## src/rtl/brk_pkg.sv

```systemverilog
package brk_pkg;
  localparam int NUM_CMP = 4;
  localparam int CMP_PCM = 0;
  localparam int CMP_PCX = 1;
  localparam int CMP_RNG = 2;
  localparam int CMP_DAT = 3;
  localparam int CTRL_W  = 15;

  localparam int KIND_MASKED = 0;
  localparam int KIND_RANGE  = 1;

  localparam logic [2:0] RA_CTRL = 3'd0;

  typedef enum logic [1:0] {
    ST_IDLE  = 2'd0,
    ST_ARMED = 2'd1,
    ST_L1HIT = 2'd2,
    ST_TRIG  = 2'd3
  } brk_state_e;

  typedef enum logic [1:0] {
    ACT_STATUS = 2'd0,
    ACT_HALT   = 2'd1,
    ACT_IRQ    = 2'd2,
    ACT_STAT2  = 2'd3
  } brk_act_e;

  typedef struct packed {
    brk_act_e             action;
    logic                 two_lvl;
    logic [NUM_CMP-1:0]   l2_sel;
    logic [NUM_CMP-1:0]   l1_sel;
    logic [NUM_CMP-1:0]   en;
  } brk_ctrl_t;
endpackage

```

## src/rtl/brk_cfg_regs.sv

```systemverilog
module brk_cfg_regs
  import brk_pkg::*;
#(
  parameter int DW   = 32,
  parameter int WR_W = 32
) (
  input  logic            clk,
  input  logic            rst_n,
  input  logic            wr_en,
  input  logic [2:0]      wr_addr,
  input  logic [WR_W-1:0] wr_data,
  output brk_ctrl_t       ctrl,
  output logic            ctrl_wr,
  output logic [DW-1:0]   pcm_val,
  output logic [DW-1:0]   pcm_mask,
  output logic [DW-1:0]   pcx_val,
  output logic [DW-1:0]   rng_lo,
  output logic [DW-1:0]   rng_hi,
  output logic [DW-1:0]   dat_val,
  output logic [DW-1:0]   dat_mask
);
  localparam int NREG = 7;

  logic [DW-1:0] regs_q [NREG];

  assign ctrl_wr = wr_en && (wr_addr == RA_CTRL);

  always_ff @(posedge clk or negedge rst_n) begin
    if (!rst_n) ctrl <= '0;
    else if (ctrl_wr) ctrl <= brk_ctrl_t'(wr_data[CTRL_W-1:0]);
  end

  for (genvar g = 0; g < NREG; g++) begin : g_reg
    always_ff @(posedge clk or negedge rst_n) begin
      if (!rst_n) regs_q[g] <= '0;
      else if (wr_en && (wr_addr == 3'(g + 1))) regs_q[g] <= wr_data[DW-1:0];
    end
  end

  assign pcm_val  = regs_q[0];
  assign pcm_mask = regs_q[1];
  assign pcx_val  = regs_q[2];
  assign rng_lo   = regs_q[3];
  assign rng_hi   = regs_q[4];
  assign dat_val  = regs_q[5];
  assign dat_mask = regs_q[6];

  AST_CTRL_LOAD: assert property (@(posedge clk) disable iff (!rst_n)
    ctrl_wr |=> (ctrl == brk_ctrl_t'($past(wr_data[CTRL_W-1:0]))));
  AST_CTRL_KEEP: assert property (@(posedge clk) disable iff (!rst_n)
    !ctrl_wr |=> $stable(ctrl));
endmodule

```

## src/rtl/brk_cmp.sv

```systemverilog
module brk_cmp
  import brk_pkg::*;
#(
  parameter int W    = 32,
  parameter int KIND = KIND_MASKED
) (
  input  logic [W-1:0] sample,
  input  logic [W-1:0] ref_a,
  input  logic [W-1:0] ref_b,
  output logic         hit
);
  if (KIND == KIND_RANGE) begin : g_range
    always_comb hit = (sample >= ref_a) && (sample <= ref_b);
  end else begin : g_masked
    always_comb hit = ((sample ^ ref_a) & ~ref_b) == '0;
  end
endmodule

```

## src/rtl/brk_seq.sv

```systemverilog
module brk_seq
  import brk_pkg::*;
(
  input  logic               clk,
  input  logic               rst_n,
  input  brk_ctrl_t          ctrl,
  input  logic               ctrl_wr,
  input  logic [NUM_CMP-1:0] hits,
  output brk_state_e         state_q,
  output logic               halt_req,
  output logic               dbg_irq,
  output logic               stat_pulse
);
  brk_state_e state_d;
  logic       l1_hit, l2_hit, fire;

  always_comb begin
    l1_hit  = |(hits & ctrl.l1_sel);
    l2_hit  = |(hits & ctrl.l2_sel);
    state_d = state_q;
    fire    = 1'b0;
    if (ctrl_wr) begin
      state_d = ST_ARMED;
    end else begin
      unique case (state_q)
        ST_ARMED: if (l1_hit) begin
          if (ctrl.two_lvl) state_d = ST_L1HIT;
          else begin
            state_d = ST_TRIG;
            fire    = 1'b1;
          end
        end
        ST_L1HIT: if (l2_hit) begin
          state_d = ST_TRIG;
          fire    = 1'b1;
        end
        default: state_d = state_q;
      endcase
    end
  end

  always_ff @(posedge clk or negedge rst_n) begin
    if (!rst_n) begin
      state_q    <= ST_IDLE;
      halt_req   <= 1'b0;
      dbg_irq    <= 1'b0;
      stat_pulse <= 1'b0;
    end else begin
      state_q    <= state_d;
      halt_req   <= fire && (ctrl.action == ACT_HALT);
      dbg_irq    <= fire && (ctrl.action == ACT_IRQ);
      stat_pulse <= fire && ((ctrl.action == ACT_STATUS) || (ctrl.action == ACT_STAT2));
    end
  end

  AST_ONE_RESPONSE: assert property (@(posedge clk) disable iff (!rst_n)
    $onehot0({halt_req, dbg_irq, stat_pulse}));
  AST_HALT_SINGLE: assert property (@(posedge clk) disable iff (!rst_n)
    halt_req |=> !halt_req);
  AST_IRQ_SINGLE: assert property (@(posedge clk) disable iff (!rst_n)
    dbg_irq |=> !dbg_irq);
  AST_PULSE_IN_TRIG: assert property (@(posedge clk) disable iff (!rst_n)
    (halt_req || dbg_irq || stat_pulse) |-> (state_q == ST_TRIG));
  AST_TRIG_HOLD: assert property (@(posedge clk) disable iff (!rst_n)
    (state_q == ST_TRIG && !ctrl_wr) |=> (state_q == ST_TRIG && !halt_req && !dbg_irq && !stat_pulse));
  AST_REARM: assert property (@(posedge clk) disable iff (!rst_n)
    ctrl_wr |=> (state_q == ST_ARMED && !halt_req && !dbg_irq && !stat_pulse));
  AST_NO_SKIP_L1: assert property (@(posedge clk) disable iff (!rst_n)
    (ctrl.two_lvl && state_q == ST_ARMED && !ctrl_wr) |=> (state_q != ST_TRIG));
endmodule

```

## src/rtl/brk_trigger_unit.sv

```systemverilog
module brk_trigger_unit
  import brk_pkg::*;
#(
  parameter int DW = 32,
  localparam int WR_W = (DW > 16) ? DW : 16
) (
  input  logic            clk,
  input  logic            rst_n,
  input  logic            cfg_wr_en,
  input  logic [2:0]      cfg_wr_addr,
  input  logic [WR_W-1:0] cfg_wr_data,
  input  logic            obs_valid,
  input  logic [DW-1:0]   obs_pc,
  input  logic [DW-1:0]   obs_addr,
  input  logic [DW-1:0]   obs_data,
  output logic [1:0]      brk_state,
  output logic            halt_req,
  output logic            dbg_irq,
  output logic            stat_pulse
);
  brk_ctrl_t          ctrl;
  logic               ctrl_wr;
  logic [DW-1:0]      pcm_val, pcm_mask, pcx_val, rng_lo, rng_hi, dat_val, dat_mask;
  logic [NUM_CMP-1:0] raw_hit, hits;
  brk_state_e         state_q;

  brk_cfg_regs #(.DW(DW), .WR_W(WR_W)) u_regs (
    .clk(clk), .rst_n(rst_n),
    .wr_en(cfg_wr_en), .wr_addr(cfg_wr_addr), .wr_data(cfg_wr_data),
    .ctrl(ctrl), .ctrl_wr(ctrl_wr),
    .pcm_val(pcm_val), .pcm_mask(pcm_mask), .pcx_val(pcx_val),
    .rng_lo(rng_lo), .rng_hi(rng_hi), .dat_val(dat_val), .dat_mask(dat_mask)
  );

  brk_cmp #(.W(DW), .KIND(KIND_MASKED)) u_cmp_pcm (
    .sample(obs_pc), .ref_a(pcm_val), .ref_b(pcm_mask), .hit(raw_hit[CMP_PCM]));
  brk_cmp #(.W(DW), .KIND(KIND_MASKED)) u_cmp_pcx (
    .sample(obs_pc), .ref_a(pcx_val), .ref_b('0), .hit(raw_hit[CMP_PCX]));
  brk_cmp #(.W(DW), .KIND(KIND_RANGE)) u_cmp_rng (
    .sample(obs_addr), .ref_a(rng_lo), .ref_b(rng_hi), .hit(raw_hit[CMP_RNG]));
  brk_cmp #(.W(DW), .KIND(KIND_MASKED)) u_cmp_dat (
    .sample(obs_data), .ref_a(dat_val), .ref_b(dat_mask), .hit(raw_hit[CMP_DAT]));

  assign hits = raw_hit & ctrl.en & {NUM_CMP{obs_valid}};

  brk_seq u_seq (
    .clk(clk), .rst_n(rst_n), .ctrl(ctrl), .ctrl_wr(ctrl_wr), .hits(hits),
    .state_q(state_q), .halt_req(halt_req), .dbg_irq(dbg_irq), .stat_pulse(stat_pulse)
  );

  assign brk_state = state_q;

  AST_GATED_HITS: assert property (@(posedge clk) disable iff (!rst_n)
    (hits & ~ctrl.en) == '0 && (obs_valid || hits == '0));
  AST_RANGE_HIT: assert property (@(posedge clk) disable iff (!rst_n)
    raw_hit[CMP_RNG] |-> (obs_addr >= rng_lo && obs_addr <= rng_hi));
endmodule

```

## config.mk

```make
export PLATFORM = sky130hd
export DESIGN_NAME = brk_trigger_unit
export DESIGN_NICKNAME = d
export VERILOG_FILES = /design/src/rtl/brk_pkg.sv /design/src/rtl/brk_cfg_regs.sv /design/src/rtl/brk_cmp.sv /design/src/rtl/brk_seq.sv /design/src/rtl/brk_trigger_unit.sv
export SDC_FILE = /design/constraint.sdc
export NUM_CORES = 1
export LEC_CHECK = 0
export BUFFER_PORTS_ARGS = -buffer_cell sky130_fd_sc_hd__buf_4
export CORE_MARGIN = 8
export CORE_UTILIZATION = 53
export DETAILED_ROUTE_END_ITERATION = 16
export PLACE_DENSITY = 0.84
export SLEW_MARGIN = 30
export SYNTH_ARGS = -nofsm -noshare
export SYNTH_HDL_FRONTEND = slang
export SYNTH_SLANG_ARGS = --single-unit
```

## constraint.sdc

```tcl
create_clock -name clk -period 2.5 [get_ports clk]
set_input_delay 0.25 -clock clk [delete_from_list [all_inputs] [get_ports clk]]
set_output_delay 0.25 -clock clk [all_outputs]
set_load 0.02 [all_outputs]
```

==> metrics.cfg, run 1 <==
[route]
wl_per_cell_um=22.2
vias=9061
drc=0
wl_um=34300
drt_iter0_drc=625
drtPass1Iterations=7
viasPerCell=5.87
drtAntennaViolNets=0

[synthesis]
synth_top_family_by_area=multiplexers
synthArstFlopShare_pct=100
synth_fp_nets=1253
synth_seq_area_share_pct=49.6
synthCells=1050
synth_seq_cells=244
synthMuxAreaShare_pct=18.8
synthAdderAreaFrac_pct=6.91
synth-simple-area-share_pct=8.95
synth_area_per_cell_um2=11.7
synth_edf_count=0
synth_xor_area_share_pct=6.83
synth_compound_area_share_pct=5.67
ys_types=44
ys.flop_type=dfrtp_1
ys_warn_count=0
netlist_area_um2=12300

[sta]
max_slew_margin_pct=57.6
post-route-period-util_pct=107
final-setup-viol-count=5
fin_ws_ns=-0.175
fmax_mhz=374
min_period_ns=2.67
drv_slew=0
rsz0062_at_grt=yes
worstMarginPinSlew_ns=0.637
fin_skew_ns=0.0134
hold_violations=0

[clocking]
cts_root_buffer=clkbuf_16
cts.path.max_buffers=3
ctsHtreeMaxLevel=1
clock_latency_ns=0.53
cts_tree=done
clk_pin_slew_ns=0.06
clock-sinks=244
cts_made_buffers=26

[flow_run]
maxCapViolations=0

[placement]
place_congestion=0.922
dp_worst_setup_slack_ns=-0.353
dp.final_hpwl_um=24900
port_buffers=139
dpl-instance-area_um2=14000

[global_route]
grt_first_pass_wirelength_um=53500
antenna_found_initial=0
grt_pass1_vias=9763
grt_use_total_pct=24.0
overflow=0
grt_max_degree=80

[final_layout]
area_delta_synth_final_pct=25.0
design_area_um2=15400
drive_above_1_share_pct=39.9
fin_nets=1444
antenna_cells=0

[worst_setup_path]
cp_max_fo=3
critPathLaunchType=flop
worst-r2r-setup-slack_ns=-0.17
r2r_cells=10
critPathCaptureType=flop
r2r-end=u_seq.halt_req
arrival_ns=3.08
cp.required_ns=2.91
r2r_start=u_regs.rng_hi[30]
crit_type=flop to flop

[outcome]
violations=setup timing
run_status=complete, but fails checks

[floorplan]
core-area_um2=22700
io-pin-count=140
die_h_um=168
die_w_um=168
rows=55
start_util_pct=54.2
dieArea_um2=28400

[worst_hold_path]
hold_class=input pin to flop
hold_depth=3
hold_path_end=u_regs.rng_lo[22]
min_from=cfg_wr_data[22]

[power_and_ir_drop]
power_leakage_nw=6.83
p_per_area_nw_per_um2=843
vdd_ir_drop_max_mv=0.547

==> cells by family after synthesis <==
family / count (synthesis)
AO/OA/AOI/OAI: 112
AND/OR/NAND/NOR: 219
multiplexers: 206
adder cells (fa/ha/maj): 68
buffers and inverters: 105
XOR/XNOR: 96
flip-flops: 244
==> through the flow <==
step	total power, W	hold WS, ns	TNS (ns)	util [%]	instances
3_3_place_gp	0.00835	0.282	-0.815	61.6	1490
4_1_cts	0.0129	0.0125	-0.229	67.1	1541
6_report	0.0130	0.0238	-0.657	67.8	1544
5_1_grt	0.0136	0.0277	-1.04	67.8	1544
3_5_place_dp	0.00852	0.285	-1.42	61.6	1490
2_1_floorplan	0.00727	-0.0456	-0.00143	-	1050
==> worst max-delay path, cell delays in order, from the launching register on <==
cell and delay [ns]:
dfrtp_1 0.38, inv_2 0.07, ha_4 0.20, nand4_1 0.17
buf_4 0.17, a21oi_2 0.04, or4b_4 0.55, o21a_4 0.26
nor3b_4 0.20, o21ai_2 0.12, a2111oi_2 0.38
==> what timing repair did <==
action / in CTS / in global routing
endpoints found under the hold margin: 74 / 0
resized for setup: 49 / 24
buffers inserted: 3 / 3
hold buffers: 2 / 0
pin swaps: 24 / 18
setup endpoints to repair: 5 / 5
==> flip-flops by register name (all words and copies together) (netlist names) <==
register and flops:
u_seq.dbg_irq 1, u_regs.dat_val 32, u_seq.stat_pulse 1, u_regs.dat_mask 32
u_regs.pcm_val 32, u_regs.pcm_mask 32, u_regs.rng_lo 32, u_seq.halt_req 1
u_regs.pcx_val 32, u_regs.rng_hi 32, u_regs.ctrl 15, u_seq.state_q 2
==> worst max-delay path by stage <==
stage                                  from               end  cells after the start
after floorplan           u_regs.rng_hi[30]     u_seq.dbg_irq                     10
after global placement         obs_addr[25]  u_seq.state_q[0]                     10
after detailed placement       obs_addr[30]    u_seq.halt_req                     10
after CTS                 u_regs.rng_hi[21]    u_seq.halt_req                     10
after global routing      u_regs.rng_hi[28]    u_seq.halt_req                     10
final                     u_regs.rng_hi[30]    u_seq.halt_req                     10
==> cell usage after synthesis, drive strengths merged (4+ instances only) <==
master   number  area, um2
xnor2        64        561
o22ai        17        106
nor3         16       80.1
a211oi        5       37.5
nor2         59        221
clkbuf       29        109
nand4        18        113
nand4b        4       35.0
or3           6       37.5
ha           68        851
a2111oi       5       47.6
xor2         32        280
mux2        206       2320
inv          76        285
dfrtp       244       6110
nand2        54        203
a21oi        22        110
nand3        11       55.1
a21o          6       45.0
nor3b         4       41.3
o21ai        44        224
nor4         38        244
==> routing by layer <==
layer	vias to the layer above	part of all wire, %	global-route usage (%)
met4	0	4.9	11.3
li1	4096	-	-
met1	4550	41	29.7
met5	-	0	0
met2	318	49	40.4
met3	97	5.6	4.16
==> placed cells by master, fill, tap and decap left out, types with 6 or more instances in the layout <==
cell / netlist / final
o21ai_0: 40 / 38
dfrtp_1: 244 / 244
clkbuf_8: 0 / 7
nor4_1: 37 / 32
a21oi_2: 0 / 8
ha_4: 0 / 16
xor2_1: 32 / 32
nor3_1: 16 / 12
o22ai_1: 17 / 17
inv_1: 76 / 63
xnor2_1: 64 / 64
mux2_2: 198 / 198
a21oi_1: 22 / 14
nor2_1: 59 / 58
buf_4: 0 / 186
a21o_1: 6 / 6
ha_1: 68 / 52
mux2_1: 8 / 8
nand2_1: 54 / 54
clkbuf_16: 0 / 27
nand3_1: 11 / 9
inv_2: 0 / 13
nand4_1: 18 / 18
==> power by group <==
| group | switching, W | total [W] | internal (W) |
|---|---|---|---|
| clock network | 0.00156 | 0.00415 | 0.00258 |
| logic | 0.00174 | 0.00347 | 0.00173 |
| registers | 0.000551 | 0.00537 | 0.00482 |
==> layout make-up <==
| cell class | instances | area, um2 |
|---|---|---|
| tap | 285 | 357 |
| clock buffer | 39 | 791 |
| multi-input combinational | 701 | 6240 |
| sequential | 244 | 6110 |
| timing repair buffer | 192 | 1480 |
| fill | 1591 | 7320 |
| inverter | 76 | 285 |
| clock inverter | 7 | 135 |
Power figures use the tool's default switching activity.
==> run 2, diff against run 1 <==
--- a/config.mk
+++ b/config.mk
@@ -7,9 +7,9 @@
 export LEC_CHECK = 0
 export BUFFER_PORTS_ARGS = -buffer_cell sky130_fd_sc_hd__buf_4
 export CORE_MARGIN = 8
-export CORE_UTILIZATION = 53
+export CORE_UTILIZATION = 59
 export DETAILED_ROUTE_END_ITERATION = 16
-export PLACE_DENSITY = 0.84
+export PLACE_DENSITY = 0.88
 export SLEW_MARGIN = 30
 export SYNTH_ARGS = -nofsm -noshare
 export SYNTH_HDL_FRONTEND = slang
==> constraint.sdc (replaced) <==
create_clock -name clk -period 2.6 [get_ports clk]
set_input_delay 0.26 -clock clk [delete_from_list [all_inputs] [get_ports clk]]
set_output_delay 0.26 -clock clk [all_outputs]
set_load 0.01 [all_outputs]
==> metrics.cfg, run 2 (synthesis results as in run 1) <==
[sta]
min_period_ns=2.70
worstMarginPinSlew_ns=0.814
drv_slew=0
fin_hold_ws_ns=0.0266
hold_violations=0
final-setup-viol-count=5
rsz0062_at_grt=yes
fin_skew_ns=0.0149
post-route-period-util_pct=104
fin_ws_ns=-0.100
fmax_mhz=370
max_slew_margin_pct=45.5

[final_layout]
drive_above_1_share_pct=38.3
fillers=1379
final_cell_mix=dfrtp_1 (244), mux2_2 (198), buf_4 (172)
area_delta_synth_final_pct=24.2
final_common_cell=dfrtp_1
final_cell_count_no_fill=1526
fin_nets=1433

[worst_setup_path]
worst-r2r-setup-slack_ns=-0.10
cp_num_buf_inv=3
arrival_ns=3.10
cp_common_cell=buf_4
cp_slowest_stage_delay_ns=0.46
crit_chain=inv_2 > ha_4 > a21oi_2 > nor2_1 > a211o_1 > o41a_1 > nor4_4 > buf_4 > buf_4 > o32ai_4 > a2111oi_2 > nor3_2
critPathCaptureType=flop
cp_top_family=compound AO/OA/AOI/OAI gates
crit_type=flop to flop
cp.required_ns=3.00
critPathLaunchType=flop
cp_max_fo=3
cp_slowest_cell=o41a_1

[route]
drc=0
wl_um=34900
vias=9099
drtPass1Iterations=5
drt_iter0_drc=608
drtAntennaViolNets=0
viasPerCell=5.96
wl_per_cell_um=22.8

[clocking]
cts.path.max_buffers=3
cts_tree=done
clk_pin_slew_ns=0.06
clock_latency_ns=0.53
cts_made_buffers=27
ctsHtreeMaxLevel=1
cts_root_buffer=clkbuf_16
clock-sinks=244

[floorplan]
core-area_um2=20800
die_h_um=160
rows=53
die_w_um=160
dieArea_um2=25700
start_util_pct=59.3
io-pin-count=140

[power_and_ir_drop]
finalPower_w=0.0124
p_per_area_nw_per_um2=813
vdd_ir_drop_max_mv=0.510
power_leakage_nw=6.78

[global_route]
antenna_found_initial=0
grt_first_pass_wirelength_um=53800
grt_max_degree=85
overflow=0
grt_pass1_vias=9727
grt_use_total_pct=26.5

[placement]
port_buffers=139
place_congestion=0.896
placed_cells=1464
dp.final_hpwl_um=25200

[outcome]
run_status=complete, but fails checks
violations=setup timing

[flow_run]
maxCapViolations=0

[worst_hold_path]
hold_class=input pin to flop

-- run 2: through the flow --
step           util (%)  TNS [ns]  area (um2)  setup slack, ns
6_report           73.7    -0.279       15300           -0.100
5_1_grt            73.7    -0.706       15300           -0.203
4_1_cts            72.7   -0.0267       15100          -0.0237
3_5_place_dp       67.0    -0.834       13900           -0.254
3_3_place_gp       67.0    -0.382       13900           -0.102
2_1_floorplan         -         0       12300           0.0983
-- run 2: routing by layer --
layer	vias up	track usage [%]	wire [um]
li1	4085	-	-
met2	335	45.0	17100
met3	96	4.81	2160
met1	4583	32.8	14000
met5	-	0	0
met4	0	10.9	1590
-- run 2: area by class of cell --
class	count	area, um2	share of cell area (%)
Clock buffer	39	781	5.11
Timing Repair Buffer	180	1430	9.33
Multi-Input combinational cell	701	6190	40.5
Tap cell	275	344	2.25
Inverter	76	285	1.87
Sequential cell	244	6110	39.9
Clock inverter	10	155	1.01
Antenna cell	1	2.50	0.0164
-- run 2: report_power, final --
| group | switching [W] | leakage (nW) | internal [W] |
|---|---|---|---|
| logic | 0.00166 | 3.39 | 0.00161 |
| clock network | 0.00153 | 0.455 | 0.00247 |
| registers | 0.000539 | 2.94 | 0.00463 |
-- run 2: timing repair --
| item | CTS | global route |
|---|---|---|
| pin swaps | 21 | 21 |
| endpoints found under the setup margin | 5 | 5 |
| resized for setup | 35 | 26 |
| buffers inserted | 4 | 7 |
| hold endpoints to repair | 81 | 0 |
| hold buffers | 2 | 0 |
-- run 2: worst paths after layout --
check,startpoint,endpoint,cells past startpoint
max,u_regs.rng_lo[13],u_seq.state_q[0],12
min,cfg_wr_data[28],u_regs.rng_lo[28],3
max reg2reg,u_regs.rng_lo[13],u_seq.state_q[0],12
min reg2reg,u_regs.ctrl[9],u_regs.ctrl[9],1
max in group asynchronous,rst_n,u_regs.pcx_val[31],3
min in group asynchronous,rst_n,u_regs.rng_lo[21],2
-- run 2: worst reg2reg max path: cells and delay by family, from the launching register on --
kind | cells | cell delay [ns]
compound gates | 5 | 1.25
buf+inv | 3 | 0.38
flops | 1 | 0.37
simple gates | 3 | 0.36
fa+ha+maj | 1 | 0.21
==> run 3, diff against run 2 <==
--- a/config.mk
+++ b/config.mk
@@ -7,9 +7,11 @@
 export LEC_CHECK = 0
 export BUFFER_PORTS_ARGS = -buffer_cell sky130_fd_sc_hd__buf_4
 export CORE_MARGIN = 8
-export CORE_UTILIZATION = 59
+export CORE_UTILIZATION = 61
+export CTS_BUF_LIST = sky130_fd_sc_hd__clkbuf_4 sky130_fd_sc_hd__clkbuf_8
 export DETAILED_ROUTE_END_ITERATION = 16
-export PLACE_DENSITY = 0.88
+export PLACE_DENSITY = 0.91
+export REMOVE_ABC_BUFFERS = 1
 export SLEW_MARGIN = 30
 export SYNTH_ARGS = -nofsm -noshare
 export SYNTH_HDL_FRONTEND = slang
==> metrics.cfg, run 3 (synthesis results as in run 1) <==
[global_route]
grt_busiest_layer=met2
grt_max_degree=90
use_met2_pct=49.6
grt_use_total_pct=30.2
grt.met1_usage_pct=35.6
use_met3_pct=6.74
grt_first_pass_wirelength_um=57200
grt_pass1_vias=10646
antenna_found_initial=0
overflow=0

[worst_setup_path]
critPathCaptureType=flop
crit_type=flop to flop
crit_chain=xnor2_1 > nor2_1 > nor4_1 > nand4_1 > nor3_1 > a221o_1 > o21ai_4 > a2111oi_2
cp.required_ns=3.05
critPathLaunchType=flop
arrival_ns=3.27
cp_max_fo=3
cp_slowest_cell=nor4_1
cp_num_buf_inv=0
cp_slowest_stage_delay_ns=0.50
cp_top_family=simple AND/OR/NAND/NOR gates

[sta]
hold_violations=1
max_slew_margin_pct=53.3
post-route-period-util_pct=108
fin_skew_ns=0.0235
final-setup-viol-count=5
min_period_ns=2.81
drv_slew=0
fmax_mhz=355
worstMarginPinSlew_ns=0.700
fin_ws_ns=-0.215
fin_hold_ws_ns=-0.00941
rsz0062_at_grt=yes

[power_and_ir_drop]
power_leakage_nw=6.86
finalPower_w=0.0123
p_per_area_nw_per_um2=800
vdd_ir_drop_max_mv=0.428

[placement]
dpl-instance-area_um2=13900
place_congestion=0.959
port_buffers=139
dp.final_hpwl_um=25000

[clocking]
cts_tree=done
ctsHtreeMaxLevel=2
clk_pin_slew_ns=0.07
cts.path.max_buffers=3
cts_root_buffer=clkbuf_8
cts_made_buffers=41
clock-sinks=244
clock_latency_ns=0.56

[route]
drtAntennaViolNets=0
vias=9668
drtPass1Iterations=5
wl_per_cell_um=24.5
drc=0
wl_um=38000
drt_iter0_drc=713
viasPerCell=6.22

[final_layout]
final_cell_mix=dfrtp_1 (244), mux2_2 (198), buf_4 (177)
fin_nets=1460
design_area_um2=15400
area_delta_synth_final_pct=25.2
drive_above_1_share_pct=40.5
fillers=1175
antenna_cells=0
final_util_pct=76.9
regArea_um2=6110
multi_input_area_um2=6290
final_common_cell=dfrtp_1

[floorplan]
die_w_um=158
rows=52
dieArea_um2=25000
start_util_pct=61.4
core-area_um2=20000
die_h_um=158
io-pin-count=140

[outcome]
violations=hold timing, setup timing
run_status=complete, but fails checks

[worst_hold_path]
hold_class=input pin to flop

[flow_run]
maxCapViolations=0

-- run 3: cell types whose count changed in the layout (fill, tap and decap cells not counted), moves of 5 or more --
cell           before  now
clkbuf_8            6   51
clkbuf_16          27    0
clkbuf_4            0   16
dlygate4sd3_1       2   11
clkbuf_1            6    0
buf_4             172  177
-- run 3: timing repair --
action	CTS	global route
pin swaps	24	19
hold endpoints to repair	98	1
cloned	0	0
buffers inserted	4	2
hold buffers	10	1
endpoints found under the setup margin	5	5
resized for setup	40	38
-- run 3: through the flow --
step | std cells | setup TNS [ns] | worst slack (ns)
after floorplan | 1021 | -79.59 | -1.07
after global placement | 1467 | -1.24 | -0.319
after detailed placement | 1467 | -1.73 | -0.472
after CTS | 1552 | -0.264 | -0.0816
after global routing | 1555 | -1.36 | -0.329
final | 1555 | -0.885 | -0.215
-- run 3: worst paths after layout --
kind                       slack (ns)  cells past startpoint               start           endpoint
max reg2reg                     -0.21                      8  u_regs.dat_val[25]   u_seq.stat_pulse
min                            -0.009                      3      cfg_wr_data[6]   u_regs.rng_lo[6]
min in group asynchronous        0.30                      2               rst_n  u_regs.dat_val[2]
max in group asynchronous        1.49                      3               rst_n  u_regs.rng_lo[13]
max                             -0.21                      8  u_regs.dat_val[25]   u_seq.stat_pulse
min reg2reg                      0.49                      1      u_regs.ctrl[2]     u_regs.ctrl[2]
-- run 3: final cells by class --
type | count | share of cell area, %
Multi-Input combinational cell | 701 | 40.8
Sequential cell | 244 | 39.6
Clock inverter | 4 | 0.317
Clock buffer | 67 | 5.33
Tap cell | 270 | 2.19
Timing Repair Buffer | 193 | 9.90
Inverter | 76 | 1.85
-- run 3: layer usage --
layer  wire length (um)  vias up
li1                   -     4132
met1              14200     4833
met2              18400      536
met3               3210      167
met4               2230        0
met5                  0        -
-- run 3: power by group --
part           switching, W  leakage [nW]  internal [W]
Clock               0.00158         0.467       0.00209
Sequential         0.000572          2.94       0.00463
Combinational       0.00180          3.46       0.00166
Total               0.00395          6.86       0.00838
-- run 3: worst reg2reg max path, cell delays in order, from the launching register on --
cell,delay [ns]
dfrtp_1,0.40
xnor2_1,0.21
nor2_1,0.11
nor4_1,0.50
nand4_1,0.24
nor3_1,0.42
a221o_1,0.31
o21ai_4,0.13
a2111oi_2,0.37
